$ cat config.mk
export PLATFORM = sky130hd
export DESIGN_NAME = mpr_seq
export DESIGN_NICKNAME = d
export VERILOG_FILES = /design/src/rtl/mpr_pkg.sv /design/src/rtl/mpr_req_check.sv /design/src/rtl/mpr_step_rom.sv /design/src/rtl/mpr_wait_timer.sv /design/src/rtl/mpr_seq.sv
export SDC_FILE = /design/constraint.sdc
export NUM_CORES = 1
export LEC_CHECK = 0
export BUFFER_PORTS_ARGS = -buffer_cell sky130_fd_sc_hd__buf_4
export CELL_PAD_IN_SITES_DETAIL_PLACEMENT = 1
export CELL_PAD_IN_SITES_GLOBAL_PLACEMENT = 2
export CORE_UTILIZATION = 35
export DETAILED_ROUTE_END_ITERATION = 16
export PLACE_DENSITY = 0.9
export SLEW_MARGIN = 20
export SYNTH_ARGS = -nofsm -noshare
export SYNTH_HDL_FRONTEND = slang
export SYNTH_SLANG_ARGS = --single-unit
$ cat constraint.sdc
create_clock -name clk -period 3.2 [get_ports clk]
set_clock_uncertainty 0.05 [all_clocks]
set_input_delay 0 -clock clk [delete_from_list [all_inputs] [get_ports clk]]
set_output_delay 0 -clock clk [all_outputs]
set_load 0.03 [all_outputs]
$ cat src/rtl/mpr_pkg.sv
package mpr_pkg;
    typedef enum logic [1:0] {
        ST_OK      = 2'd0,
        ST_BADREQ  = 2'd1,
        ST_TIMEOUT = 2'd2
    } mpr_status_e;

    typedef enum logic [2:0] {
        S_IDLE,
        S_SETUP,
        S_WB,
        S_BUSY,
        S_UNLOAD,
        S_WHR,
        S_READ,
        S_DONE
    } mpr_state_e;

    localparam logic [7:0] OP_PLANE_SEL = 8'h60;
    localparam logic [7:0] OP_CONFIRM   = 8'h30;
    localparam logic [7:0] OP_READ_ADDR = 8'h00;
    localparam logic [7:0] OP_COL_CHG   = 8'h05;
    localparam logic [7:0] OP_COL_GO    = 8'hE0;
endpackage

$ cat src/rtl/mpr_req_check.sv
module mpr_req_check #(
    parameter int ROW_W      = 24,
    parameter int COL_W      = 14,
    parameter int PAGE_BITS  = 8,
    parameter int PAGE_BYTES = 8640
) (
    input  logic [ROW_W-1:0] row_a,
    input  logic [ROW_W-1:0] row_b,
    input  logic [COL_W-1:0] col,
    input  logic [COL_W-1:0] cnt,
    output logic             ok
);
    localparam logic [ROW_W-1:0] PLANE_MASK = ROW_W'(1) << PAGE_BITS;
    localparam logic [COL_W:0]   PAGE_LIM   = PAGE_BYTES[COL_W:0];

    logic           pair_ok;
    logic           span_ok;
    logic [COL_W:0] end_col;

    always_comb begin
        end_col = {1'b0, col} + {1'b0, cnt};
        pair_ok = !row_a[PAGE_BITS] && (row_b == (row_a | PLANE_MASK));
        span_ok = (cnt != '0) && ({1'b0, col} < PAGE_LIM) && (end_col <= PAGE_LIM);
        ok      = pair_ok && span_ok;
    end
endmodule

$ cat src/rtl/mpr_step_rom.sv
module mpr_step_rom #(
    parameter int ROW_W = 24,
    parameter int COL_W = 14,
    parameter int IDX_W = 4
) (
    input  logic             unload,
    input  logic [IDX_W-1:0] idx,
    input  logic [ROW_W-1:0] row_a,
    input  logic [ROW_W-1:0] row_b,
    input  logic             plane,
    input  logic [COL_W-1:0] col,
    output logic             is_cmd,
    output logic [7:0]       byte_o
);
    import mpr_pkg::*;

    localparam int RB  = ROW_W / 8;
    localparam int RBW = (RB > 1) ? $clog2(RB) : 1;

    logic [7:0]  a_byte [RB];
    logic [7:0]  b_byte [RB];
    logic [7:0]  u_byte [RB];
    logic [15:0] col16;

    for (genvar k = 0; k < RB; k++) begin : g_rowbytes
        assign a_byte[k] = row_a[8*k +: 8];
        assign b_byte[k] = row_b[8*k +: 8];
        assign u_byte[k] = plane ? row_b[8*k +: 8] : row_a[8*k +: 8];
    end

    assign col16 = 16'(col);

    always_comb begin
        int i;
        i      = int'(idx);
        is_cmd = 1'b0;
        byte_o = 8'h00;
        if (!unload) begin
            if (i == 0 || i == RB + 1) begin
                is_cmd = 1'b1;
                byte_o = OP_PLANE_SEL;
            end else if (i <= RB) begin
                byte_o = a_byte[RBW'(i - 1)];
            end else if (i <= 2 * RB + 1) begin
                byte_o = b_byte[RBW'(i - RB - 2)];
            end else begin
                is_cmd = 1'b1;
                byte_o = OP_CONFIRM;
            end
        end else begin
            if (i == 0) begin
                is_cmd = 1'b1;
                byte_o = OP_READ_ADDR;
            end else if (i == 1 || i == RB + 4) begin
                byte_o = col16[7:0];
            end else if (i == 2 || i == RB + 5) begin
                byte_o = col16[15:8];
            end else if (i <= RB + 2) begin
                byte_o = u_byte[RBW'(i - 3)];
            end else if (i == RB + 3) begin
                is_cmd = 1'b1;
                byte_o = OP_COL_CHG;
            end else begin
                is_cmd = 1'b1;
                byte_o = OP_COL_GO;
            end
        end
    end
endmodule

$ cat src/rtl/mpr_wait_timer.sv
module mpr_wait_timer #(
    parameter int W = 14
) (
    input  logic         clk,
    input  logic         rst_n,
    input  logic         load,
    input  logic [W-1:0] load_val,
    output logic         expired
);
    logic [W-1:0] remain;

    always_ff @(posedge clk or negedge rst_n) begin
        if (!rst_n) begin
            remain <= '0;
        end else if (load) begin
            remain <= load_val;
        end else if (remain != '0) begin
            remain <= remain - 1'b1;
        end
    end

    assign expired = (remain == '0);
endmodule

$ cat src/rtl/mpr_seq.sv
module mpr_seq #(
    parameter int ROW_W      = 24,
    parameter int COL_W      = 14,
    parameter int PAGE_BITS  = 8,
    parameter int PAGE_BYTES = 8640,
    parameter int TMO_CYCLES = 12000,
    parameter int WB_CYCLES  = 4,
    parameter int WHR_CYCLES = 4
) (
    input  logic             clk,
    input  logic             rst_n,
    input  logic             start_i,
    input  logic [ROW_W-1:0] row_a_i,
    input  logic [ROW_W-1:0] row_b_i,
    input  logic [COL_W-1:0] col_i,
    input  logic [COL_W-1:0] cnt_i,
    output logic             busy_o,
    output logic             done_o,
    output logic [1:0]       status_o,
    output logic             nand_cle_o,
    output logic             nand_ale_o,
    output logic             nand_we_n_o,
    output logic             nand_re_n_o,
    output logic [7:0]       nand_io_o,
    output logic             nand_io_oe_o,
    input  logic [7:0]       nand_io_i,
    input  logic             nand_rb_n_i,
    output logic             rd_valid_o,
    output logic [7:0]       rd_data_o,
    output logic             rd_plane_o,
    output logic             rd_last_o
);
    import mpr_pkg::*;

    localparam int RB          = ROW_W / 8;
    localparam int SETUP_LEN   = 2 * RB + 3;
    localparam int UNLOAD_LEN  = RB + 7;
    localparam int IDX_W       = $clog2(UNLOAD_LEN + 1);
    localparam int TW          = $clog2(TMO_CYCLES + 1);
    localparam logic [IDX_W-1:0] SETUP_LAST  = IDX_W'(SETUP_LEN - 1);
    localparam logic [IDX_W-1:0] UNLOAD_LAST = IDX_W'(UNLOAD_LEN - 1);

    mpr_state_e       state, state_n;
    mpr_status_e      status, status_n;
    logic [IDX_W-1:0] idx, idx_n;
    logic             ph, ph_n;
    logic             plane, plane_n;
    logic [COL_W-1:0] rd_left, rd_left_n;
    logic [ROW_W-1:0] row_a_q, row_b_q;
    logic [COL_W-1:0] col_q, cnt_q;
    logic             take;
    logic             rb_q;
    logic             req_ok;
    logic             tmr_load;
    logic [TW-1:0]    tmr_val;
    logic             tmr_done;
    logic             step_cmd;
    logic [7:0]       step_byte;

    mpr_req_check #(
        .ROW_W(ROW_W), .COL_W(COL_W), .PAGE_BITS(PAGE_BITS), .PAGE_BYTES(PAGE_BYTES)
    ) u_check (
        .row_a(row_a_i), .row_b(row_b_i), .col(col_i), .cnt(cnt_i), .ok(req_ok)
    );

    mpr_step_rom #(
        .ROW_W(ROW_W), .COL_W(COL_W), .IDX_W(IDX_W)
    ) u_rom (
        .unload(state == S_UNLOAD), .idx(idx), .row_a(row_a_q), .row_b(row_b_q),
        .plane(plane), .col(col_q), .is_cmd(step_cmd), .byte_o(step_byte)
    );

    mpr_wait_timer #(.W(TW)) u_timer (
        .clk(clk), .rst_n(rst_n), .load(tmr_load), .load_val(tmr_val), .expired(tmr_done)
    );

    // next-state and control decisions
    always_comb begin
        state_n   = state;
        status_n  = status;
        idx_n     = idx;
        ph_n      = ph;
        plane_n   = plane;
        rd_left_n = rd_left;
        take      = 1'b0;
        tmr_load  = 1'b0;
        tmr_val   = '0;
        unique case (state)
            S_IDLE: begin
                if (start_i) begin
                    take    = 1'b1;
                    idx_n   = '0;
                    ph_n    = 1'b0;
                    plane_n = 1'b0;
                    if (req_ok) begin
                        state_n = S_SETUP;
                    end else begin
                        status_n = ST_BADREQ;
                        state_n  = S_DONE;
                    end
                end
            end
            S_SETUP: begin
                if (!ph) begin
                    ph_n = 1'b1;
                end else begin
                    ph_n = 1'b0;
                    if (idx == SETUP_LAST) begin
                        state_n  = S_WB;
                        tmr_load = 1'b1;
                        tmr_val  = TW'(WB_CYCLES);
                    end else begin
                        idx_n = idx + 1'b1;
                    end
                end
            end
            S_WB: begin
                if (tmr_done) begin
                    state_n  = S_BUSY;
                    tmr_load = 1'b1;
                    tmr_val  = TW'(TMO_CYCLES);
                end
            end
            S_BUSY: begin
                if (rb_q) begin
                    state_n = S_UNLOAD;
                    idx_n   = '0;
                    ph_n    = 1'b0;
                end else if (tmr_done) begin
                    status_n = ST_TIMEOUT;
                    state_n  = S_DONE;
                end
            end
            S_UNLOAD: begin
                if (!ph) begin
                    ph_n = 1'b1;
                end else begin
                    ph_n = 1'b0;
                    if (idx == UNLOAD_LAST) begin
                        state_n  = S_WHR;
                        tmr_load = 1'b1;
                        tmr_val  = TW'(WHR_CYCLES);
                    end else begin
                        idx_n = idx + 1'b1;
                    end
                end
            end
            S_WHR: begin
                if (tmr_done) begin
                    state_n   = S_READ;
                    ph_n      = 1'b0;
                    rd_left_n = cnt_q;
                end
            end
            S_READ: begin
                if (!ph) begin
                    ph_n = 1'b1;
                end else begin
                    ph_n      = 1'b0;
                    rd_left_n = rd_left - 1'b1;
                    if (rd_left == COL_W'(1)) begin
                        if (!plane) begin
                            plane_n = 1'b1;
                            idx_n   = '0;
                            state_n = S_UNLOAD;
                        end else begin
                            status_n = ST_OK;
                            state_n  = S_DONE;
                        end
                    end
                end
            end
            S_DONE: begin
                state_n = S_IDLE;
            end
            default: begin
                state_n = S_IDLE;
            end
        endcase
    end

    // state register and datapath registers
    always_ff @(posedge clk or negedge rst_n) begin
        if (!rst_n) begin
            state      <= S_IDLE;
            status     <= ST_OK;
            idx        <= '0;
            ph         <= 1'b0;
            plane      <= 1'b0;
            rd_left    <= '0;
            row_a_q    <= '0;
            row_b_q    <= '0;
            col_q      <= '0;
            cnt_q      <= '0;
            rb_q       <= 1'b0;
            rd_valid_o <= 1'b0;
            rd_data_o  <= '0;
            rd_plane_o <= 1'b0;
            rd_last_o  <= 1'b0;
        end else begin
            state   <= state_n;
            status  <= status_n;
            idx     <= idx_n;
            ph      <= ph_n;
            plane   <= plane_n;
            rd_left <= rd_left_n;
            rb_q    <= nand_rb_n_i;
            if (take) begin
                row_a_q <= row_a_i;
                row_b_q <= row_b_i;
                col_q   <= col_i;
                cnt_q   <= cnt_i;
            end
            if (state == S_READ && !ph) begin
                rd_valid_o <= 1'b1;
                rd_data_o  <= nand_io_i;
                rd_plane_o <= plane;
                rd_last_o  <= (rd_left == COL_W'(1));
            end else begin
                rd_valid_o <= 1'b0;
                rd_last_o  <= 1'b0;
            end
        end
    end

    // outputs decoded from the registered state
    always_comb begin
        nand_cle_o   = 1'b0;
        nand_ale_o   = 1'b0;
        nand_we_n_o  = 1'b1;
        nand_re_n_o  = 1'b1;
        nand_io_oe_o = 1'b0;
        nand_io_o    = 8'h00;
        if (state == S_SETUP || state == S_UNLOAD) begin
            nand_io_oe_o = 1'b1;
            nand_io_o    = step_byte;
            nand_cle_o   = step_cmd;
            nand_ale_o   = !step_cmd;
            nand_we_n_o  = ph;
        end else if (state == S_READ) begin
            nand_re_n_o = ph;
        end
        busy_o   = (state != S_IDLE);
        done_o   = (state == S_DONE);
        status_o = status;
    end
endmodule

After elaboration in Yosys (flattened, before gate mapping). Index checks and enable logic that the tools add are counted.

Bits in registers: 127. Output and inout bits: 28. Bits of input ports: 88. Logic and storage cells: 197.

Equal/unequal tests: 35. Reductions and logical operators: 31. Multiplexer cells: 97. Add/subtract/negate cells: 7. Order comparisons: 8. Bitwise gates (word level): 3.

Operator list (count): two-way mux 8 bit (19); two-way mux 14 bit (5); binary-select mux 8 bit (select 2 bit) (3); two-way mux 3 bit (16); case mux 14 bit (3 select lines) (1); two-way mux 4 bit (9); != test 2 bit, second input constant (17); two-way mux 1 bit (29); case mux 14 bit (2 select lines) (1); nonzero test 14 bit (2); subtractor 14 x 1 -> 14 bit, second input constant (2); equality test 24 bit (1); equality test 4 bit, second input constant (6); case mux 3 bit (8 select lines) (1); case mux 4 bit (5 select lines) (1); AND reduction 10 bit (2); two-way mux 2 bit (8); adder 14 x 14 -> 15 bit (1); less-or-equal comparator 15 x 14 -> 1 bit, second input constant (1); equality test 14 x 1 -> 1 bit, second input constant (1); zero test 14 bit (1); < comparator 14 bit, second input constant (1); equality test 3 bit, second input constant (4); greater-or-equal comparator 2 x 3 -> 1 bit, second input constant (3); 28 further kinds (46).

Depth between registers and ports, before layout. Gate-level depths: netlist (run 1).

Depth after elaboration: 11. Gate-level depth with buffers: 12. Mapped depth without buffers: 10.

By module. A second synthesis (run 1) with hierarchy kept.

Cells, all modules: 794. Area total of the unflattened synthesis: 8234.1 sq um.

Modules (own cells, without submodules): mpr_seq (seq. area each 2827.7 sq um, instances 1, cells each 423, area an instance 5146.2 sq um); mpr_step_rom (seq. area each 0.0 sq um, instances 1, cells each 160, area an instance 1282.5 sq um); mpr_req_check (seq. area each 0.0 sq um, instances 1, cells each 126, area an instance 977.2 sq um); mpr_wait_timer (seq. area each 350.3 sq um, instances 1, cells each 85, area an instance 828.3 sq um).

Worst setup path after synthesis (run 1). Ideal clock, no wire load.

Path type: reg2out. Start point: reg idx[0]. End point: out nand_io_o[4]. Arrival: 3.147 ns. Cell stages (with the launch flop): 12. Slack: 0.003 ns. Required time: 3.150 ns. Buffers on the path: 3. Cell sequence: dfrtp_1 > clkbuf_1 > inv_1 > ha_1 > clkbuf_1 > clkinv_1 > nor2_1 > clkbuf_1 > a21oi_1 > a211oi_1 > o21ai_0 > a21oi_1.

Word-level cells in the longest chain between the ends: 11. Elaborated cells between the ends (all ways): 36. Classes of those cells: 3 x add/sub; 3 x order compare; 5 x eq/ne; 18 x mux; 3 x bitwise; 4 x reduce/logical.

Ends and longest elaborated chain: start, declared (line mpr_seq.sv:45) `logic [IDX_W-1:0] idx, idx_n;`; start signal, assigned (line mpr_seq.sv:203) `idx <= idx_n;`; subtractor 2 bit (line mpr_step_rom.sv:45, mpr_step_rom.sv:59); subtractor 2 bit or inverter 2 bit (tied branches) (line mpr_step_rom.sv:45, mpr_step_rom.sv:59); inverter 2 bit (implied by the code) or binary-select mux 8 bit (select 2 bit) (tied branches) (line mpr_step_rom.sv:45, mpr_step_rom.sv:59); binary-select mux 8 bit (select 2 bit) or two-way mux 8 bit (tied branches) (line mpr_step_rom.sv:45, mpr_step_rom.sv:59); two-way mux 8 bit (on tied branches) (line mpr_step_rom.sv:45, mpr_step_rom.sv:59); two-way mux 8 bit (on tied branches) (line mpr_step_rom.sv:45, mpr_step_rom.sv:58); two-way mux 8 bit (on tied branches) (line mpr_step_rom.sv:44, mpr_step_rom.sv:56); two-way mux 8 bit (on tied branches) (line mpr_step_rom.sv:42, mpr_step_rom.sv:54); two-way mux 8 bit (on tied branches) (line mpr_step_rom.sv:39, mpr_step_rom.sv:51); two-way mux 8 bit (*) (line mpr_step_rom.sv:38) `if (!unload) begin`; two-way mux 8 bit (*) (line mpr_seq.sv:234) `if (state == S_SETUP || state == S_UNLOAD) begin`; end, declared (line mpr_seq.sv:24) `output logic [7:0] nand_io_o,`.

Mark *: on every way between the ends. The rest lies on a longest branch, timed or not. The select of a mux whose other input is x is not followed.

Worst setup path after layout (run 1).
Start point: reg idx[0]. End point: out nand_io_o[1].

Same word-level chain as after synthesis.

==> key figures, run 1 <==
Run
  • # Max-Cap Violations: 0

Die
  • Starting density of the core: 0.3572
  • Die height: 151.2 microns
  • DIE WIDTH: 151.2 microns
  • Io pins: 116
  • Die ar.: 22870 sq um
  • Row count: 54
  • Core ar.: 21820 sq um

Worst setup path
  • Crit path kind: flip-flop to output port
  • R2R depth: 8
  • Slowest CP cell: ha_2
  • CP Capture Type: output port
  • CP Capture Point: nand_io_o[1]
  • Worst setup path startpoint: idx[0]
  • Critical R2R Capture: state[1]
  • R2R Setup Slk: 0.53 ns
  • Worst r2r src: rd_left[4]
  • Worst Path Arrival: 3.02 ns
  • Setup crit start kind: flip-flop
  • Crit path top cell by count: buf_4
  • Crit-path cells: inv_1 > ha_2 > buf_4 > mux4_2 > nand2_1 > o31ai_1 > a22oi_1 > nor2_1 > a21oi_1 > o22ai_1 > and3_1 > buf_4
  • Worst Path Required: 3.15 ns
  • Crit path max fanout: 9
  • Max incr delay on CP: 0.48 ns

Finish
  • Ant. Diodes: 0
  • Post-Layout Cell Count: 1277
  • Layout cell share with drive strength beyond 1: 0.2919
  • Fin nets: 1095
  • Util after Layout: 0.4834
  • P&R area growth vs syn: 35.33%
  • Final instance area: 10550 sq um

STA
  • Setup TNS: 0 ns
  • Final setup violation count: 0
  • Slew @ Worst Pin: 0.8276 ns
  • Tmin final: 3.066 ns
  • Hold_ws: 0.1452 ns
  • Tcrit/Tclk final: 0.9582
  • Rel. slew slack: 0.4483
  • Slew Limit Fails: 0
  • RSZ-0062 raised after global routing: yes
  • Final setup margin: 0.1338 ns
  • Final Hold Viols: 0
  • Fmax: 0.3261 GHz

Power
  • PwrDens: 382.8 nW/um^2
  • Max VDD drop: 332.8 uV
  • Leak: 4.845 nW
  • Final Total Pwr: 4.038 mW

Synthesis
  • Syn avg cell area: 9.981 sq um
  • Syn. warnings: 0
  • Syn_nets: 891
  • Seq/Total Area, Yosys: 0.4077
  • Yosys cell types: 62
  • Ys async rst share: 1.000
  • Ys flop type: dfrtp_1
  • Synth Instances: 781
  • Synthesized area: 7795 sq um
  • Yosys reg bits: 127
  • Post-synth EDFFs: 0

Global routing
  • GRT Overall Usage: 0.2433
  • First-pass GRT wire length: 42.15 mm
  • Total grt overflow: 0
  • Initial antenna violation count: 0
  • Largest net degree at the start of global routing: 71
  • Vias in the first global route: 7542

CTS
  • Total CTS buffers: 17
  • CTS Root Cell: clkbuf_16
  • Post-CTS setup buffer count: 0
  • CTS tree: done
  • H-tree depth: 4
  • Clk Latency, worst-skew pair: 0.42 ns
  • Reg clk slew, reported paths: 0.06 ns
  • Clock buffer depth: 2
  • Clock sinks: 127

Drt
  • Residual DRC: 0
  • Via count: 7102
  • Wire per inst: 20.70 microns
  • Number of routed nets with antenna violations: 0
  • Detailed Route WL: 26.43 mm
  • DR iter-0 viols: 360
  • Vias per cell: 5.561
  • Initial DRT Pass Iterations: 4

Place
  • Post-DP HPWL: 17.99 mm
  • Final Wtd Congestion: 0.8936
  • Pre-CTS setup slack: 0.4149 ns
  • Placed Area: 9066 sq um
  • DP Cell Count: 1159
  • IO Port Bufs: 115

Status
  • Status: complete, no violations

Worst hold path
  • Worst hold path class: input pin to async pin
cell usage in the layout (no fill, tap or decap), types with 15 or more instances in the layout:
| cell | Yosys | final |
|---|---|---|
| o21ai_1 | 31 | 31 |
| o21ai_0 | 32 | 32 |
| a22oi_1 | 15 | 15 |
| nand2_1 | 47 | 47 |
| a21oi_1 | 48 | 45 |
| nor4_1 | 15 | 15 |
| mux2i_1 | 18 | 18 |
| dlygate4sd3_1 | 0 | 87 |
| nor3_1 | 26 | 26 |
| clkbuf_16 | 0 | 17 |
| mux2_2 | 92 | 92 |
| buf_4 | 0 | 140 |
| ha_1 | 21 | 20 |
| nor2_1 | 67 | 67 |
| dfrtp_1 | 127 | 126 |
| xor2_1 | 28 | 28 |
where the power goes:
| group | internal, mW | switching (mW) |
|---|---|---|
| clock network | 1.19 | 0.761 |
| logic | 0.229 | 0.241 |
| registers | 1.61 | 0.00373 |
| total | 3.03 | 1.01 |
state kept, by name (all words and copies together), names as in the netlist:
signal,flops
idx,4
col_q,14
status_o,2
rd_data_o,8
rd_valid_o,1
state,3
row_b_q,24
cnt_q,14
rd_left,14
rd_plane_o,1
u_timer.remain,14
rb_q,1
plane,1
row_a_q,24
rd_last_o,1
ph,1
final cells by class:
| cell class | count | area (sq um) |
|---|---|---|
| clock inverter | 11 | 131.4 |
| sequential | 127 | 3179 |
| timing repair buffer | 229 | 1962 |
| tap | 280 | 350.3 |
| fill | 2412 | 11270 |
| clock buffer | 20 | 456.7 |
| inverter | 18 | 71.32 |
| multi-input combinational | 592 | 4398 |
cell usage after synthesis, types with 9 or more instances:
| cell | n | area share |
|---|---|---|
| dfrtp_1 | 127 | 0.41 |
| mux2_2 | 92 | 0.13 |
| nor2_1 | 67 | 0.032 |
| a21oi_1 | 48 | 0.031 |
| nand2_1 | 47 | 0.023 |
| clkbuf_1 | 34 | 0.016 |
| o21ai_0 | 32 | 0.021 |
| o21ai_1 | 31 | 0.020 |
| xor2_1 | 28 | 0.031 |
| nor3_1 | 26 | 0.017 |
| ha_1 | 21 | 0.034 |
| mux2i_1 | 18 | 0.023 |
| a22oi_1 | 15 | 0.014 |
| nor4_1 | 15 | 0.012 |
| inv_1 | 14 | 0.0067 |
| nand3_1 | 14 | 0.0090 |
| a211oi_1 | 11 | 0.011 |
| mux4_2 | 11 | 0.032 |
| xnor2_1 | 11 | 0.012 |
| o31ai_1 | 9 | 0.0087 |
how the worst min path moves through the flow:
stage	endpoint	slack, ns	from
2_1_floorplan	cnt_q[0]	-0.35	rst_n
5_1_grt	rd_left[4]	0.23	rst_n
4_1_cts	rd_left[4]	0.18	rst_n
6_report	rd_left[4]	0.15	rst_n
3_3_place_gp	rd_left[4]	0.08	rst_n
3_5_place_dp	rd_left[4]	0.08	rst_n
kinds of logic after synthesis:
| logic type | after synthesis | share of synthesized area |
|---|---|---|
| AO/OA/AOI/OAI | 197 | 0.1581 |
| XOR/XNOR | 39 | 0.04382 |
| adder cells (fa/ha/maj) | 22 | 0.03628 |
| buffers and inverters | 62 | 0.03082 |
| flip-flops | 127 | 0.4077 |
| multiplexers | 122 | 0.1892 |
| AND/OR/NAND/NOR | 212 | 0.1340 |
critical path, delay by kind of cell (launching register included):
kind | cells | cell delay, ns
AOI/OAI and AO/OA | 4 | 0.45
adders and majority gates | 1 | 0.48
buffers and inverters | 3 | 0.54
DFF | 1 | 0.44
muxes | 1 | 0.30
and+or+nand+nor | 3 | 0.40
per-layer routing:
layer  global-route usage  vias up  share of wire
met3              0.04217       66          0.036
li1                     -     3310              -
met1               0.3059     3537           0.44
met5                    0        -              0
met2               0.4137      189           0.49
met4              0.09400        0          0.033
timing repair:
action	4_1_cts	5_1_grt
hold buffers	87	0
setup endpoints to repair	0	9
resized for setup	0	7
endpoints found under the hold margin	143	0
No activity file was read; power rests on OpenSTA's default activity.
==> inputs of run 2 (changes only) <==
--- a/config.mk
+++ b/config.mk
@@ -5,12 +5,13 @@
 export SDC_FILE = /design/constraint.sdc
 export NUM_CORES = 1
 export LEC_CHECK = 0
+export ABC_AREA = 1
 export BUFFER_PORTS_ARGS = -buffer_cell sky130_fd_sc_hd__buf_4
 export CELL_PAD_IN_SITES_DETAIL_PLACEMENT = 1
 export CELL_PAD_IN_SITES_GLOBAL_PLACEMENT = 2
-export CORE_UTILIZATION = 35
+export CORE_UTILIZATION = 32
 export DETAILED_ROUTE_END_ITERATION = 16
-export PLACE_DENSITY = 0.9
+export PLACE_DENSITY = 0.92
 export SLEW_MARGIN = 20
 export SYNTH_ARGS = -nofsm -noshare
 export SYNTH_HDL_FRONTEND = slang
==> constraint.sdc (replaced) <==
create_clock -name clk -period 2.83 [get_ports clk]
set_clock_uncertainty 0.05 [all_clocks]
set_input_delay 0 -clock clk [delete_from_list [all_inputs] [get_ports clk]]
set_output_delay 0 -clock clk [all_outputs]
set_load 0.03 [all_outputs]
==> key figures, run 2 <==
Worst setup path
  • Worst r2r src: u_timer.remain[0]
  • CP Depth: 9 (-3)
  • Worst Path Arrival: 2.63 ns (-0.39 ns)
  • Setup crit start kind: flip-flop
  • Crit path kind: flip-flop to output port
  • Critical R2R Capture: rd_left[7]
  • Worst setup path startpoint: idx[2]
  • Crit path max fanout: 10 (+1)
  • CP Capture Point: nand_io_o[1]
  • Worst Path Required: 2.78 ns (-0.37 ns)
  • CP top delay family: compound AO/OA/AOI/OAI gates
  • R2R Setup Slk: 0.53 ns (about the same)
  • CP Buf/Inv Count: 3 (unchanged)
  • CP Capture Type: output port
  • Max incr delay on CP: 0.51 ns (+0.03 ns)
  • R2R depth: 12 (+4)
  • Crit-path cells: inv_1 > nand2_2 > o21ai_2 > buf_4 > a21oi_1 > a21oi_1 > o21ai_0 > a21oi_1 > buf_4
  • Slowest CP cell: dfrtp_2
  • Crit path top cell by count: a21oi_1

Drt
  • Initial DRT Pass Iterations: 5 (+1)
  • Number of routed nets with antenna violations: 0 (unchanged)
  • Detailed Route WL: 30.19 mm (+14%)
  • Wire per inst: 17.29 microns (-16%)
  • Vias per cell: 5.104 (-8.2%)
  • Via count: 8911 (+25%)
  • Residual DRC: 0 (unchanged)
  • DR iter-0 viols: 563 (+56%)

Synthesis
  • Cell taking the most area after synthesis: dfrtp_1
  • Ys async rst share: 1.000 (unchanged)
  • Simple-Gate Fraction of Synth Area: 0.2996 (+0.1656)
  • Largest family of logic cells by synthesized area: simple AND/OR/NAND/NOR gates
  • Synth Area in Adders: 0.03414 (-0.002132)
  • Syn_nets: 1307 (+47%)
  • Seq/Total Area, Yosys: 0.3837 (-0.02396)
  • Yosys reg bits: 127 (unchanged)
  • Compound-Gate Fraction of Synth Area: 0.1719 (+0.01382)
  • Post-synth EDFFs: 0 (unchanged)
  • Cell with the most instances after synthesis: nand2_1
  • Yosys cell types: 51 (-18%)
  • Ys flop type: dfrtp_1
  • Top cell type's share of synthesized area: 0.3837 (-0.02396)
  • Area contributors post-synth: dfrtp_1, nand2_1, o21ai_0
  • Syn avg cell area: 6.919 sq um (-31%)
  • Syn. warnings: 0 (unchanged)
  • Multiplexer share of the synthesized area: 0 (-0.1892)
  • Xor/xnor share of the synthesized area: 0.01798 (-0.02584)
  • Most frequent cells after synthesis: nand2_1, inv_1, dfrtp_1, o21ai_0, nor2_1
  • Synthesized area: 8282 sq um (+6.2%)
  • Synth Instances: 1197 (+53%)

Power
  • Switch Pwr: 5.542 mW (+450%)
  • Sw frac: 0.4800 (+0.2310)
  • P_int: 6.003 mW (+98%)
  • Clock power frac: 0.190 (-0.293)
  • PwrDens: 1043 nW/um^2 (+170%)
  • Combinational share of power: 0.520 (+0.404)
  • Final Total Pwr: 11.54 mW (+190%)
  • Leak: 5.475 nW (+13%)
  • Flop pwr share: 0.290 (-0.110)
  • Max VDD drop: 540.7 uV (+62%)

STA
  • Final setup violation count: 0 (unchanged)
  • Final setup margin: 0.1523 ns (+0.01853 ns)
  • Rel. slew slack: 0.4637 (+0.01544)
  • Setup TNS: 0 ns (unchanged)
  • Tmin final: 2.678 ns
  • Slew @ Worst Pin: 0.8044 ns (-0.02315 ns)
  • Final Hold Viols: 0 (unchanged)
  • Slew Limit Fails: 0 (unchanged)
  • Tcrit/Tclk final: 0.9462
  • Hold_ws: 0.07215 ns (-0.07304 ns)
  • Fmax: 0.3735 GHz
  • RSZ-0062 raised after global routing: yes

CTS
  • Clock sinks: 127 (unchanged)
  • H-tree depth: 4 (unchanged)
  • Clk Latency, worst-skew pair: 0.42 ns (about the same)
  • Reg clk slew, reported paths: 0.06 ns (about the same)
  • CTS tree: done
  • Clock buffer depth: 2 (unchanged)
  • Total CTS buffers: 17 (unchanged)
  • CTS Root Cell: clkbuf_16

Finish
  • P&R area growth vs syn: 33.71%
  • Largest registers: row_a_q (24), row_b_q (24)
  • Fin nets: 1512 (+38%)
  • Leading cell type in the layout, fill and taps excluded: nand2_1
  • Util after Layout: 0.4385 (-0.04491)
  • Layout cell share with drive strength beyond 1: 0.1647 (-0.1272)
  • Final instance area: 11070 sq um (+5.0%)
  • Post-Layout Cell Count: 1746 (+37%)
  • Number of fill cells in the layout: 3206 (+33%)
  • Commonest non-fill, non-tap cells in the layout: nand2_1, inv_1, buf_4
  • Register area: 3179 sq um (unchanged)
  • Area of the multi-input gates: 4392 sq um (-0.14%)

Global routing
  • First-pass GRT wire length: 48.62 mm (+15%)
  • Total grt overflow: 0 (unchanged)
  • Initial antenna violation count: 0 (unchanged)
  • Largest net degree at the start of global routing: 83 (+17%)
  • Vias in the first global route: 9037 (+20%)
  • GRT Overall Usage: 0.2372 (-0.006128)

Place
  • DP Cell Count: 1623 (+40%)
  • Final Wtd Congestion: 0.9050 (+1.3%)
  • Pre-CTS setup slack: 0.4011 ns (-0.01373 ns)
  • Post-DP HPWL: 21.73 mm (+21%)
  • Placed Area: 9550 sq um (+5.3%)
  • IO Port Bufs: 115 (unchanged)

Die
  • Die height: 162.9 microns (+7.7%)
  • Core ar.: 25250 sq um (+16%)
  • Starting density of the core: 0.3279 (-0.02925)
  • Io pins: 116 (unchanged)
  • Die ar.: 26530 sq um (+16%)
  • DIE WIDTH: 162.9 microns (+7.7%)
  • Row count: 58 (+7.4%)

Status
  • Status: complete, no violations

Run
  • # Max-Cap Violations: 0 (unchanged)

Worst hold path
  • Worst hold path class: input pin to async pin
-- run 2: cell types whose count changed after synthesis, moves of 18 or more --
cell,before,now
nand2_1,47,367
inv_1,14,137
nor2_1,67,103
a21oi_1,48,73
o21ai_1,31,8
o21ai_0,32,122
clkbuf_1,34,16
xor2_1,28,9
nand3_1,14,49
mux2_2,92,0
mux2i_1,18,0
-- run 2: power by group through the flow --
stage          clock network (mW)  registers, mW  logic [mW]
2_1_floorplan                   0           3.26        3.78
3_3_place_gp                    0           3.32        5.53
3_5_place_dp                    0           3.35        5.68
4_1_cts                      2.23           3.33        5.91
5_1_grt                      2.31           3.44        6.72
6_report                     2.19           3.35        6.01
-- run 2: logic make-up (layout without fill, tap and decap cells) --
| logic type | after synthesis | count (layout) |
|---|---|---|
| adders and majority gates | 22 | 22 |
| and+or+nand+nor | 582 | 582 |
| buffers and inverters | 192 | 410 |
| AOI/OAI and AO/OA | 257 | 257 |
| DFF | 127 | 127 |
| xor gates and xnor gates | 17 | 17 |
| other | 0 | 1 |
-- run 2: cell type report --
class,instances,share of cell area
Antenna cell,1,0.0002260
Clock buffer,17,0.03842
Clock inverter,15,0.01333
Inverter,155,0.05379
Multi-Input combinational cell,878,0.3966
Sequential cell,127,0.2871
Tap cell,330,0.03729
Timing Repair Buffer,223,0.1732
-- run 2: worst min-delay path by stage --
stage | slack, ns | cells past startpoint | end
after global placement | -0.006 | 1 | u_timer.remain[9]
after floorplan | -0.35 | 0 | cnt_q[0]
final | 0.07 | 2 | u_timer.remain[9]
after global routing | 0.10 | 5 | plane
after CTS | 0.08 | 5 | plane
after detailed placement | -0.009 | 1 | u_timer.remain[9]
-- run 2: repair_timing --
item / in CTS / in global routing
buffers inserted: 4 / 0
hold endpoints to repair: 152 / 0
endpoints found under the setup margin: 4 / 10
pin swaps: 0 / 0
resized for setup: 5 / 9
hold buffers: 86 / 0
-- run 2: per-layer routing --
metal  routed length (microns)  GRT usage  vias to the layer above  part of all wire
met5                         0          0                        -                 0
met4                       903    0.09601                        0             0.030
met3                      1321    0.03641                       57             0.044
met2                     14420     0.3892                      263              0.48
met1                     13550     0.3107                     4295              0.45
li1                          -          -                     4296                 -
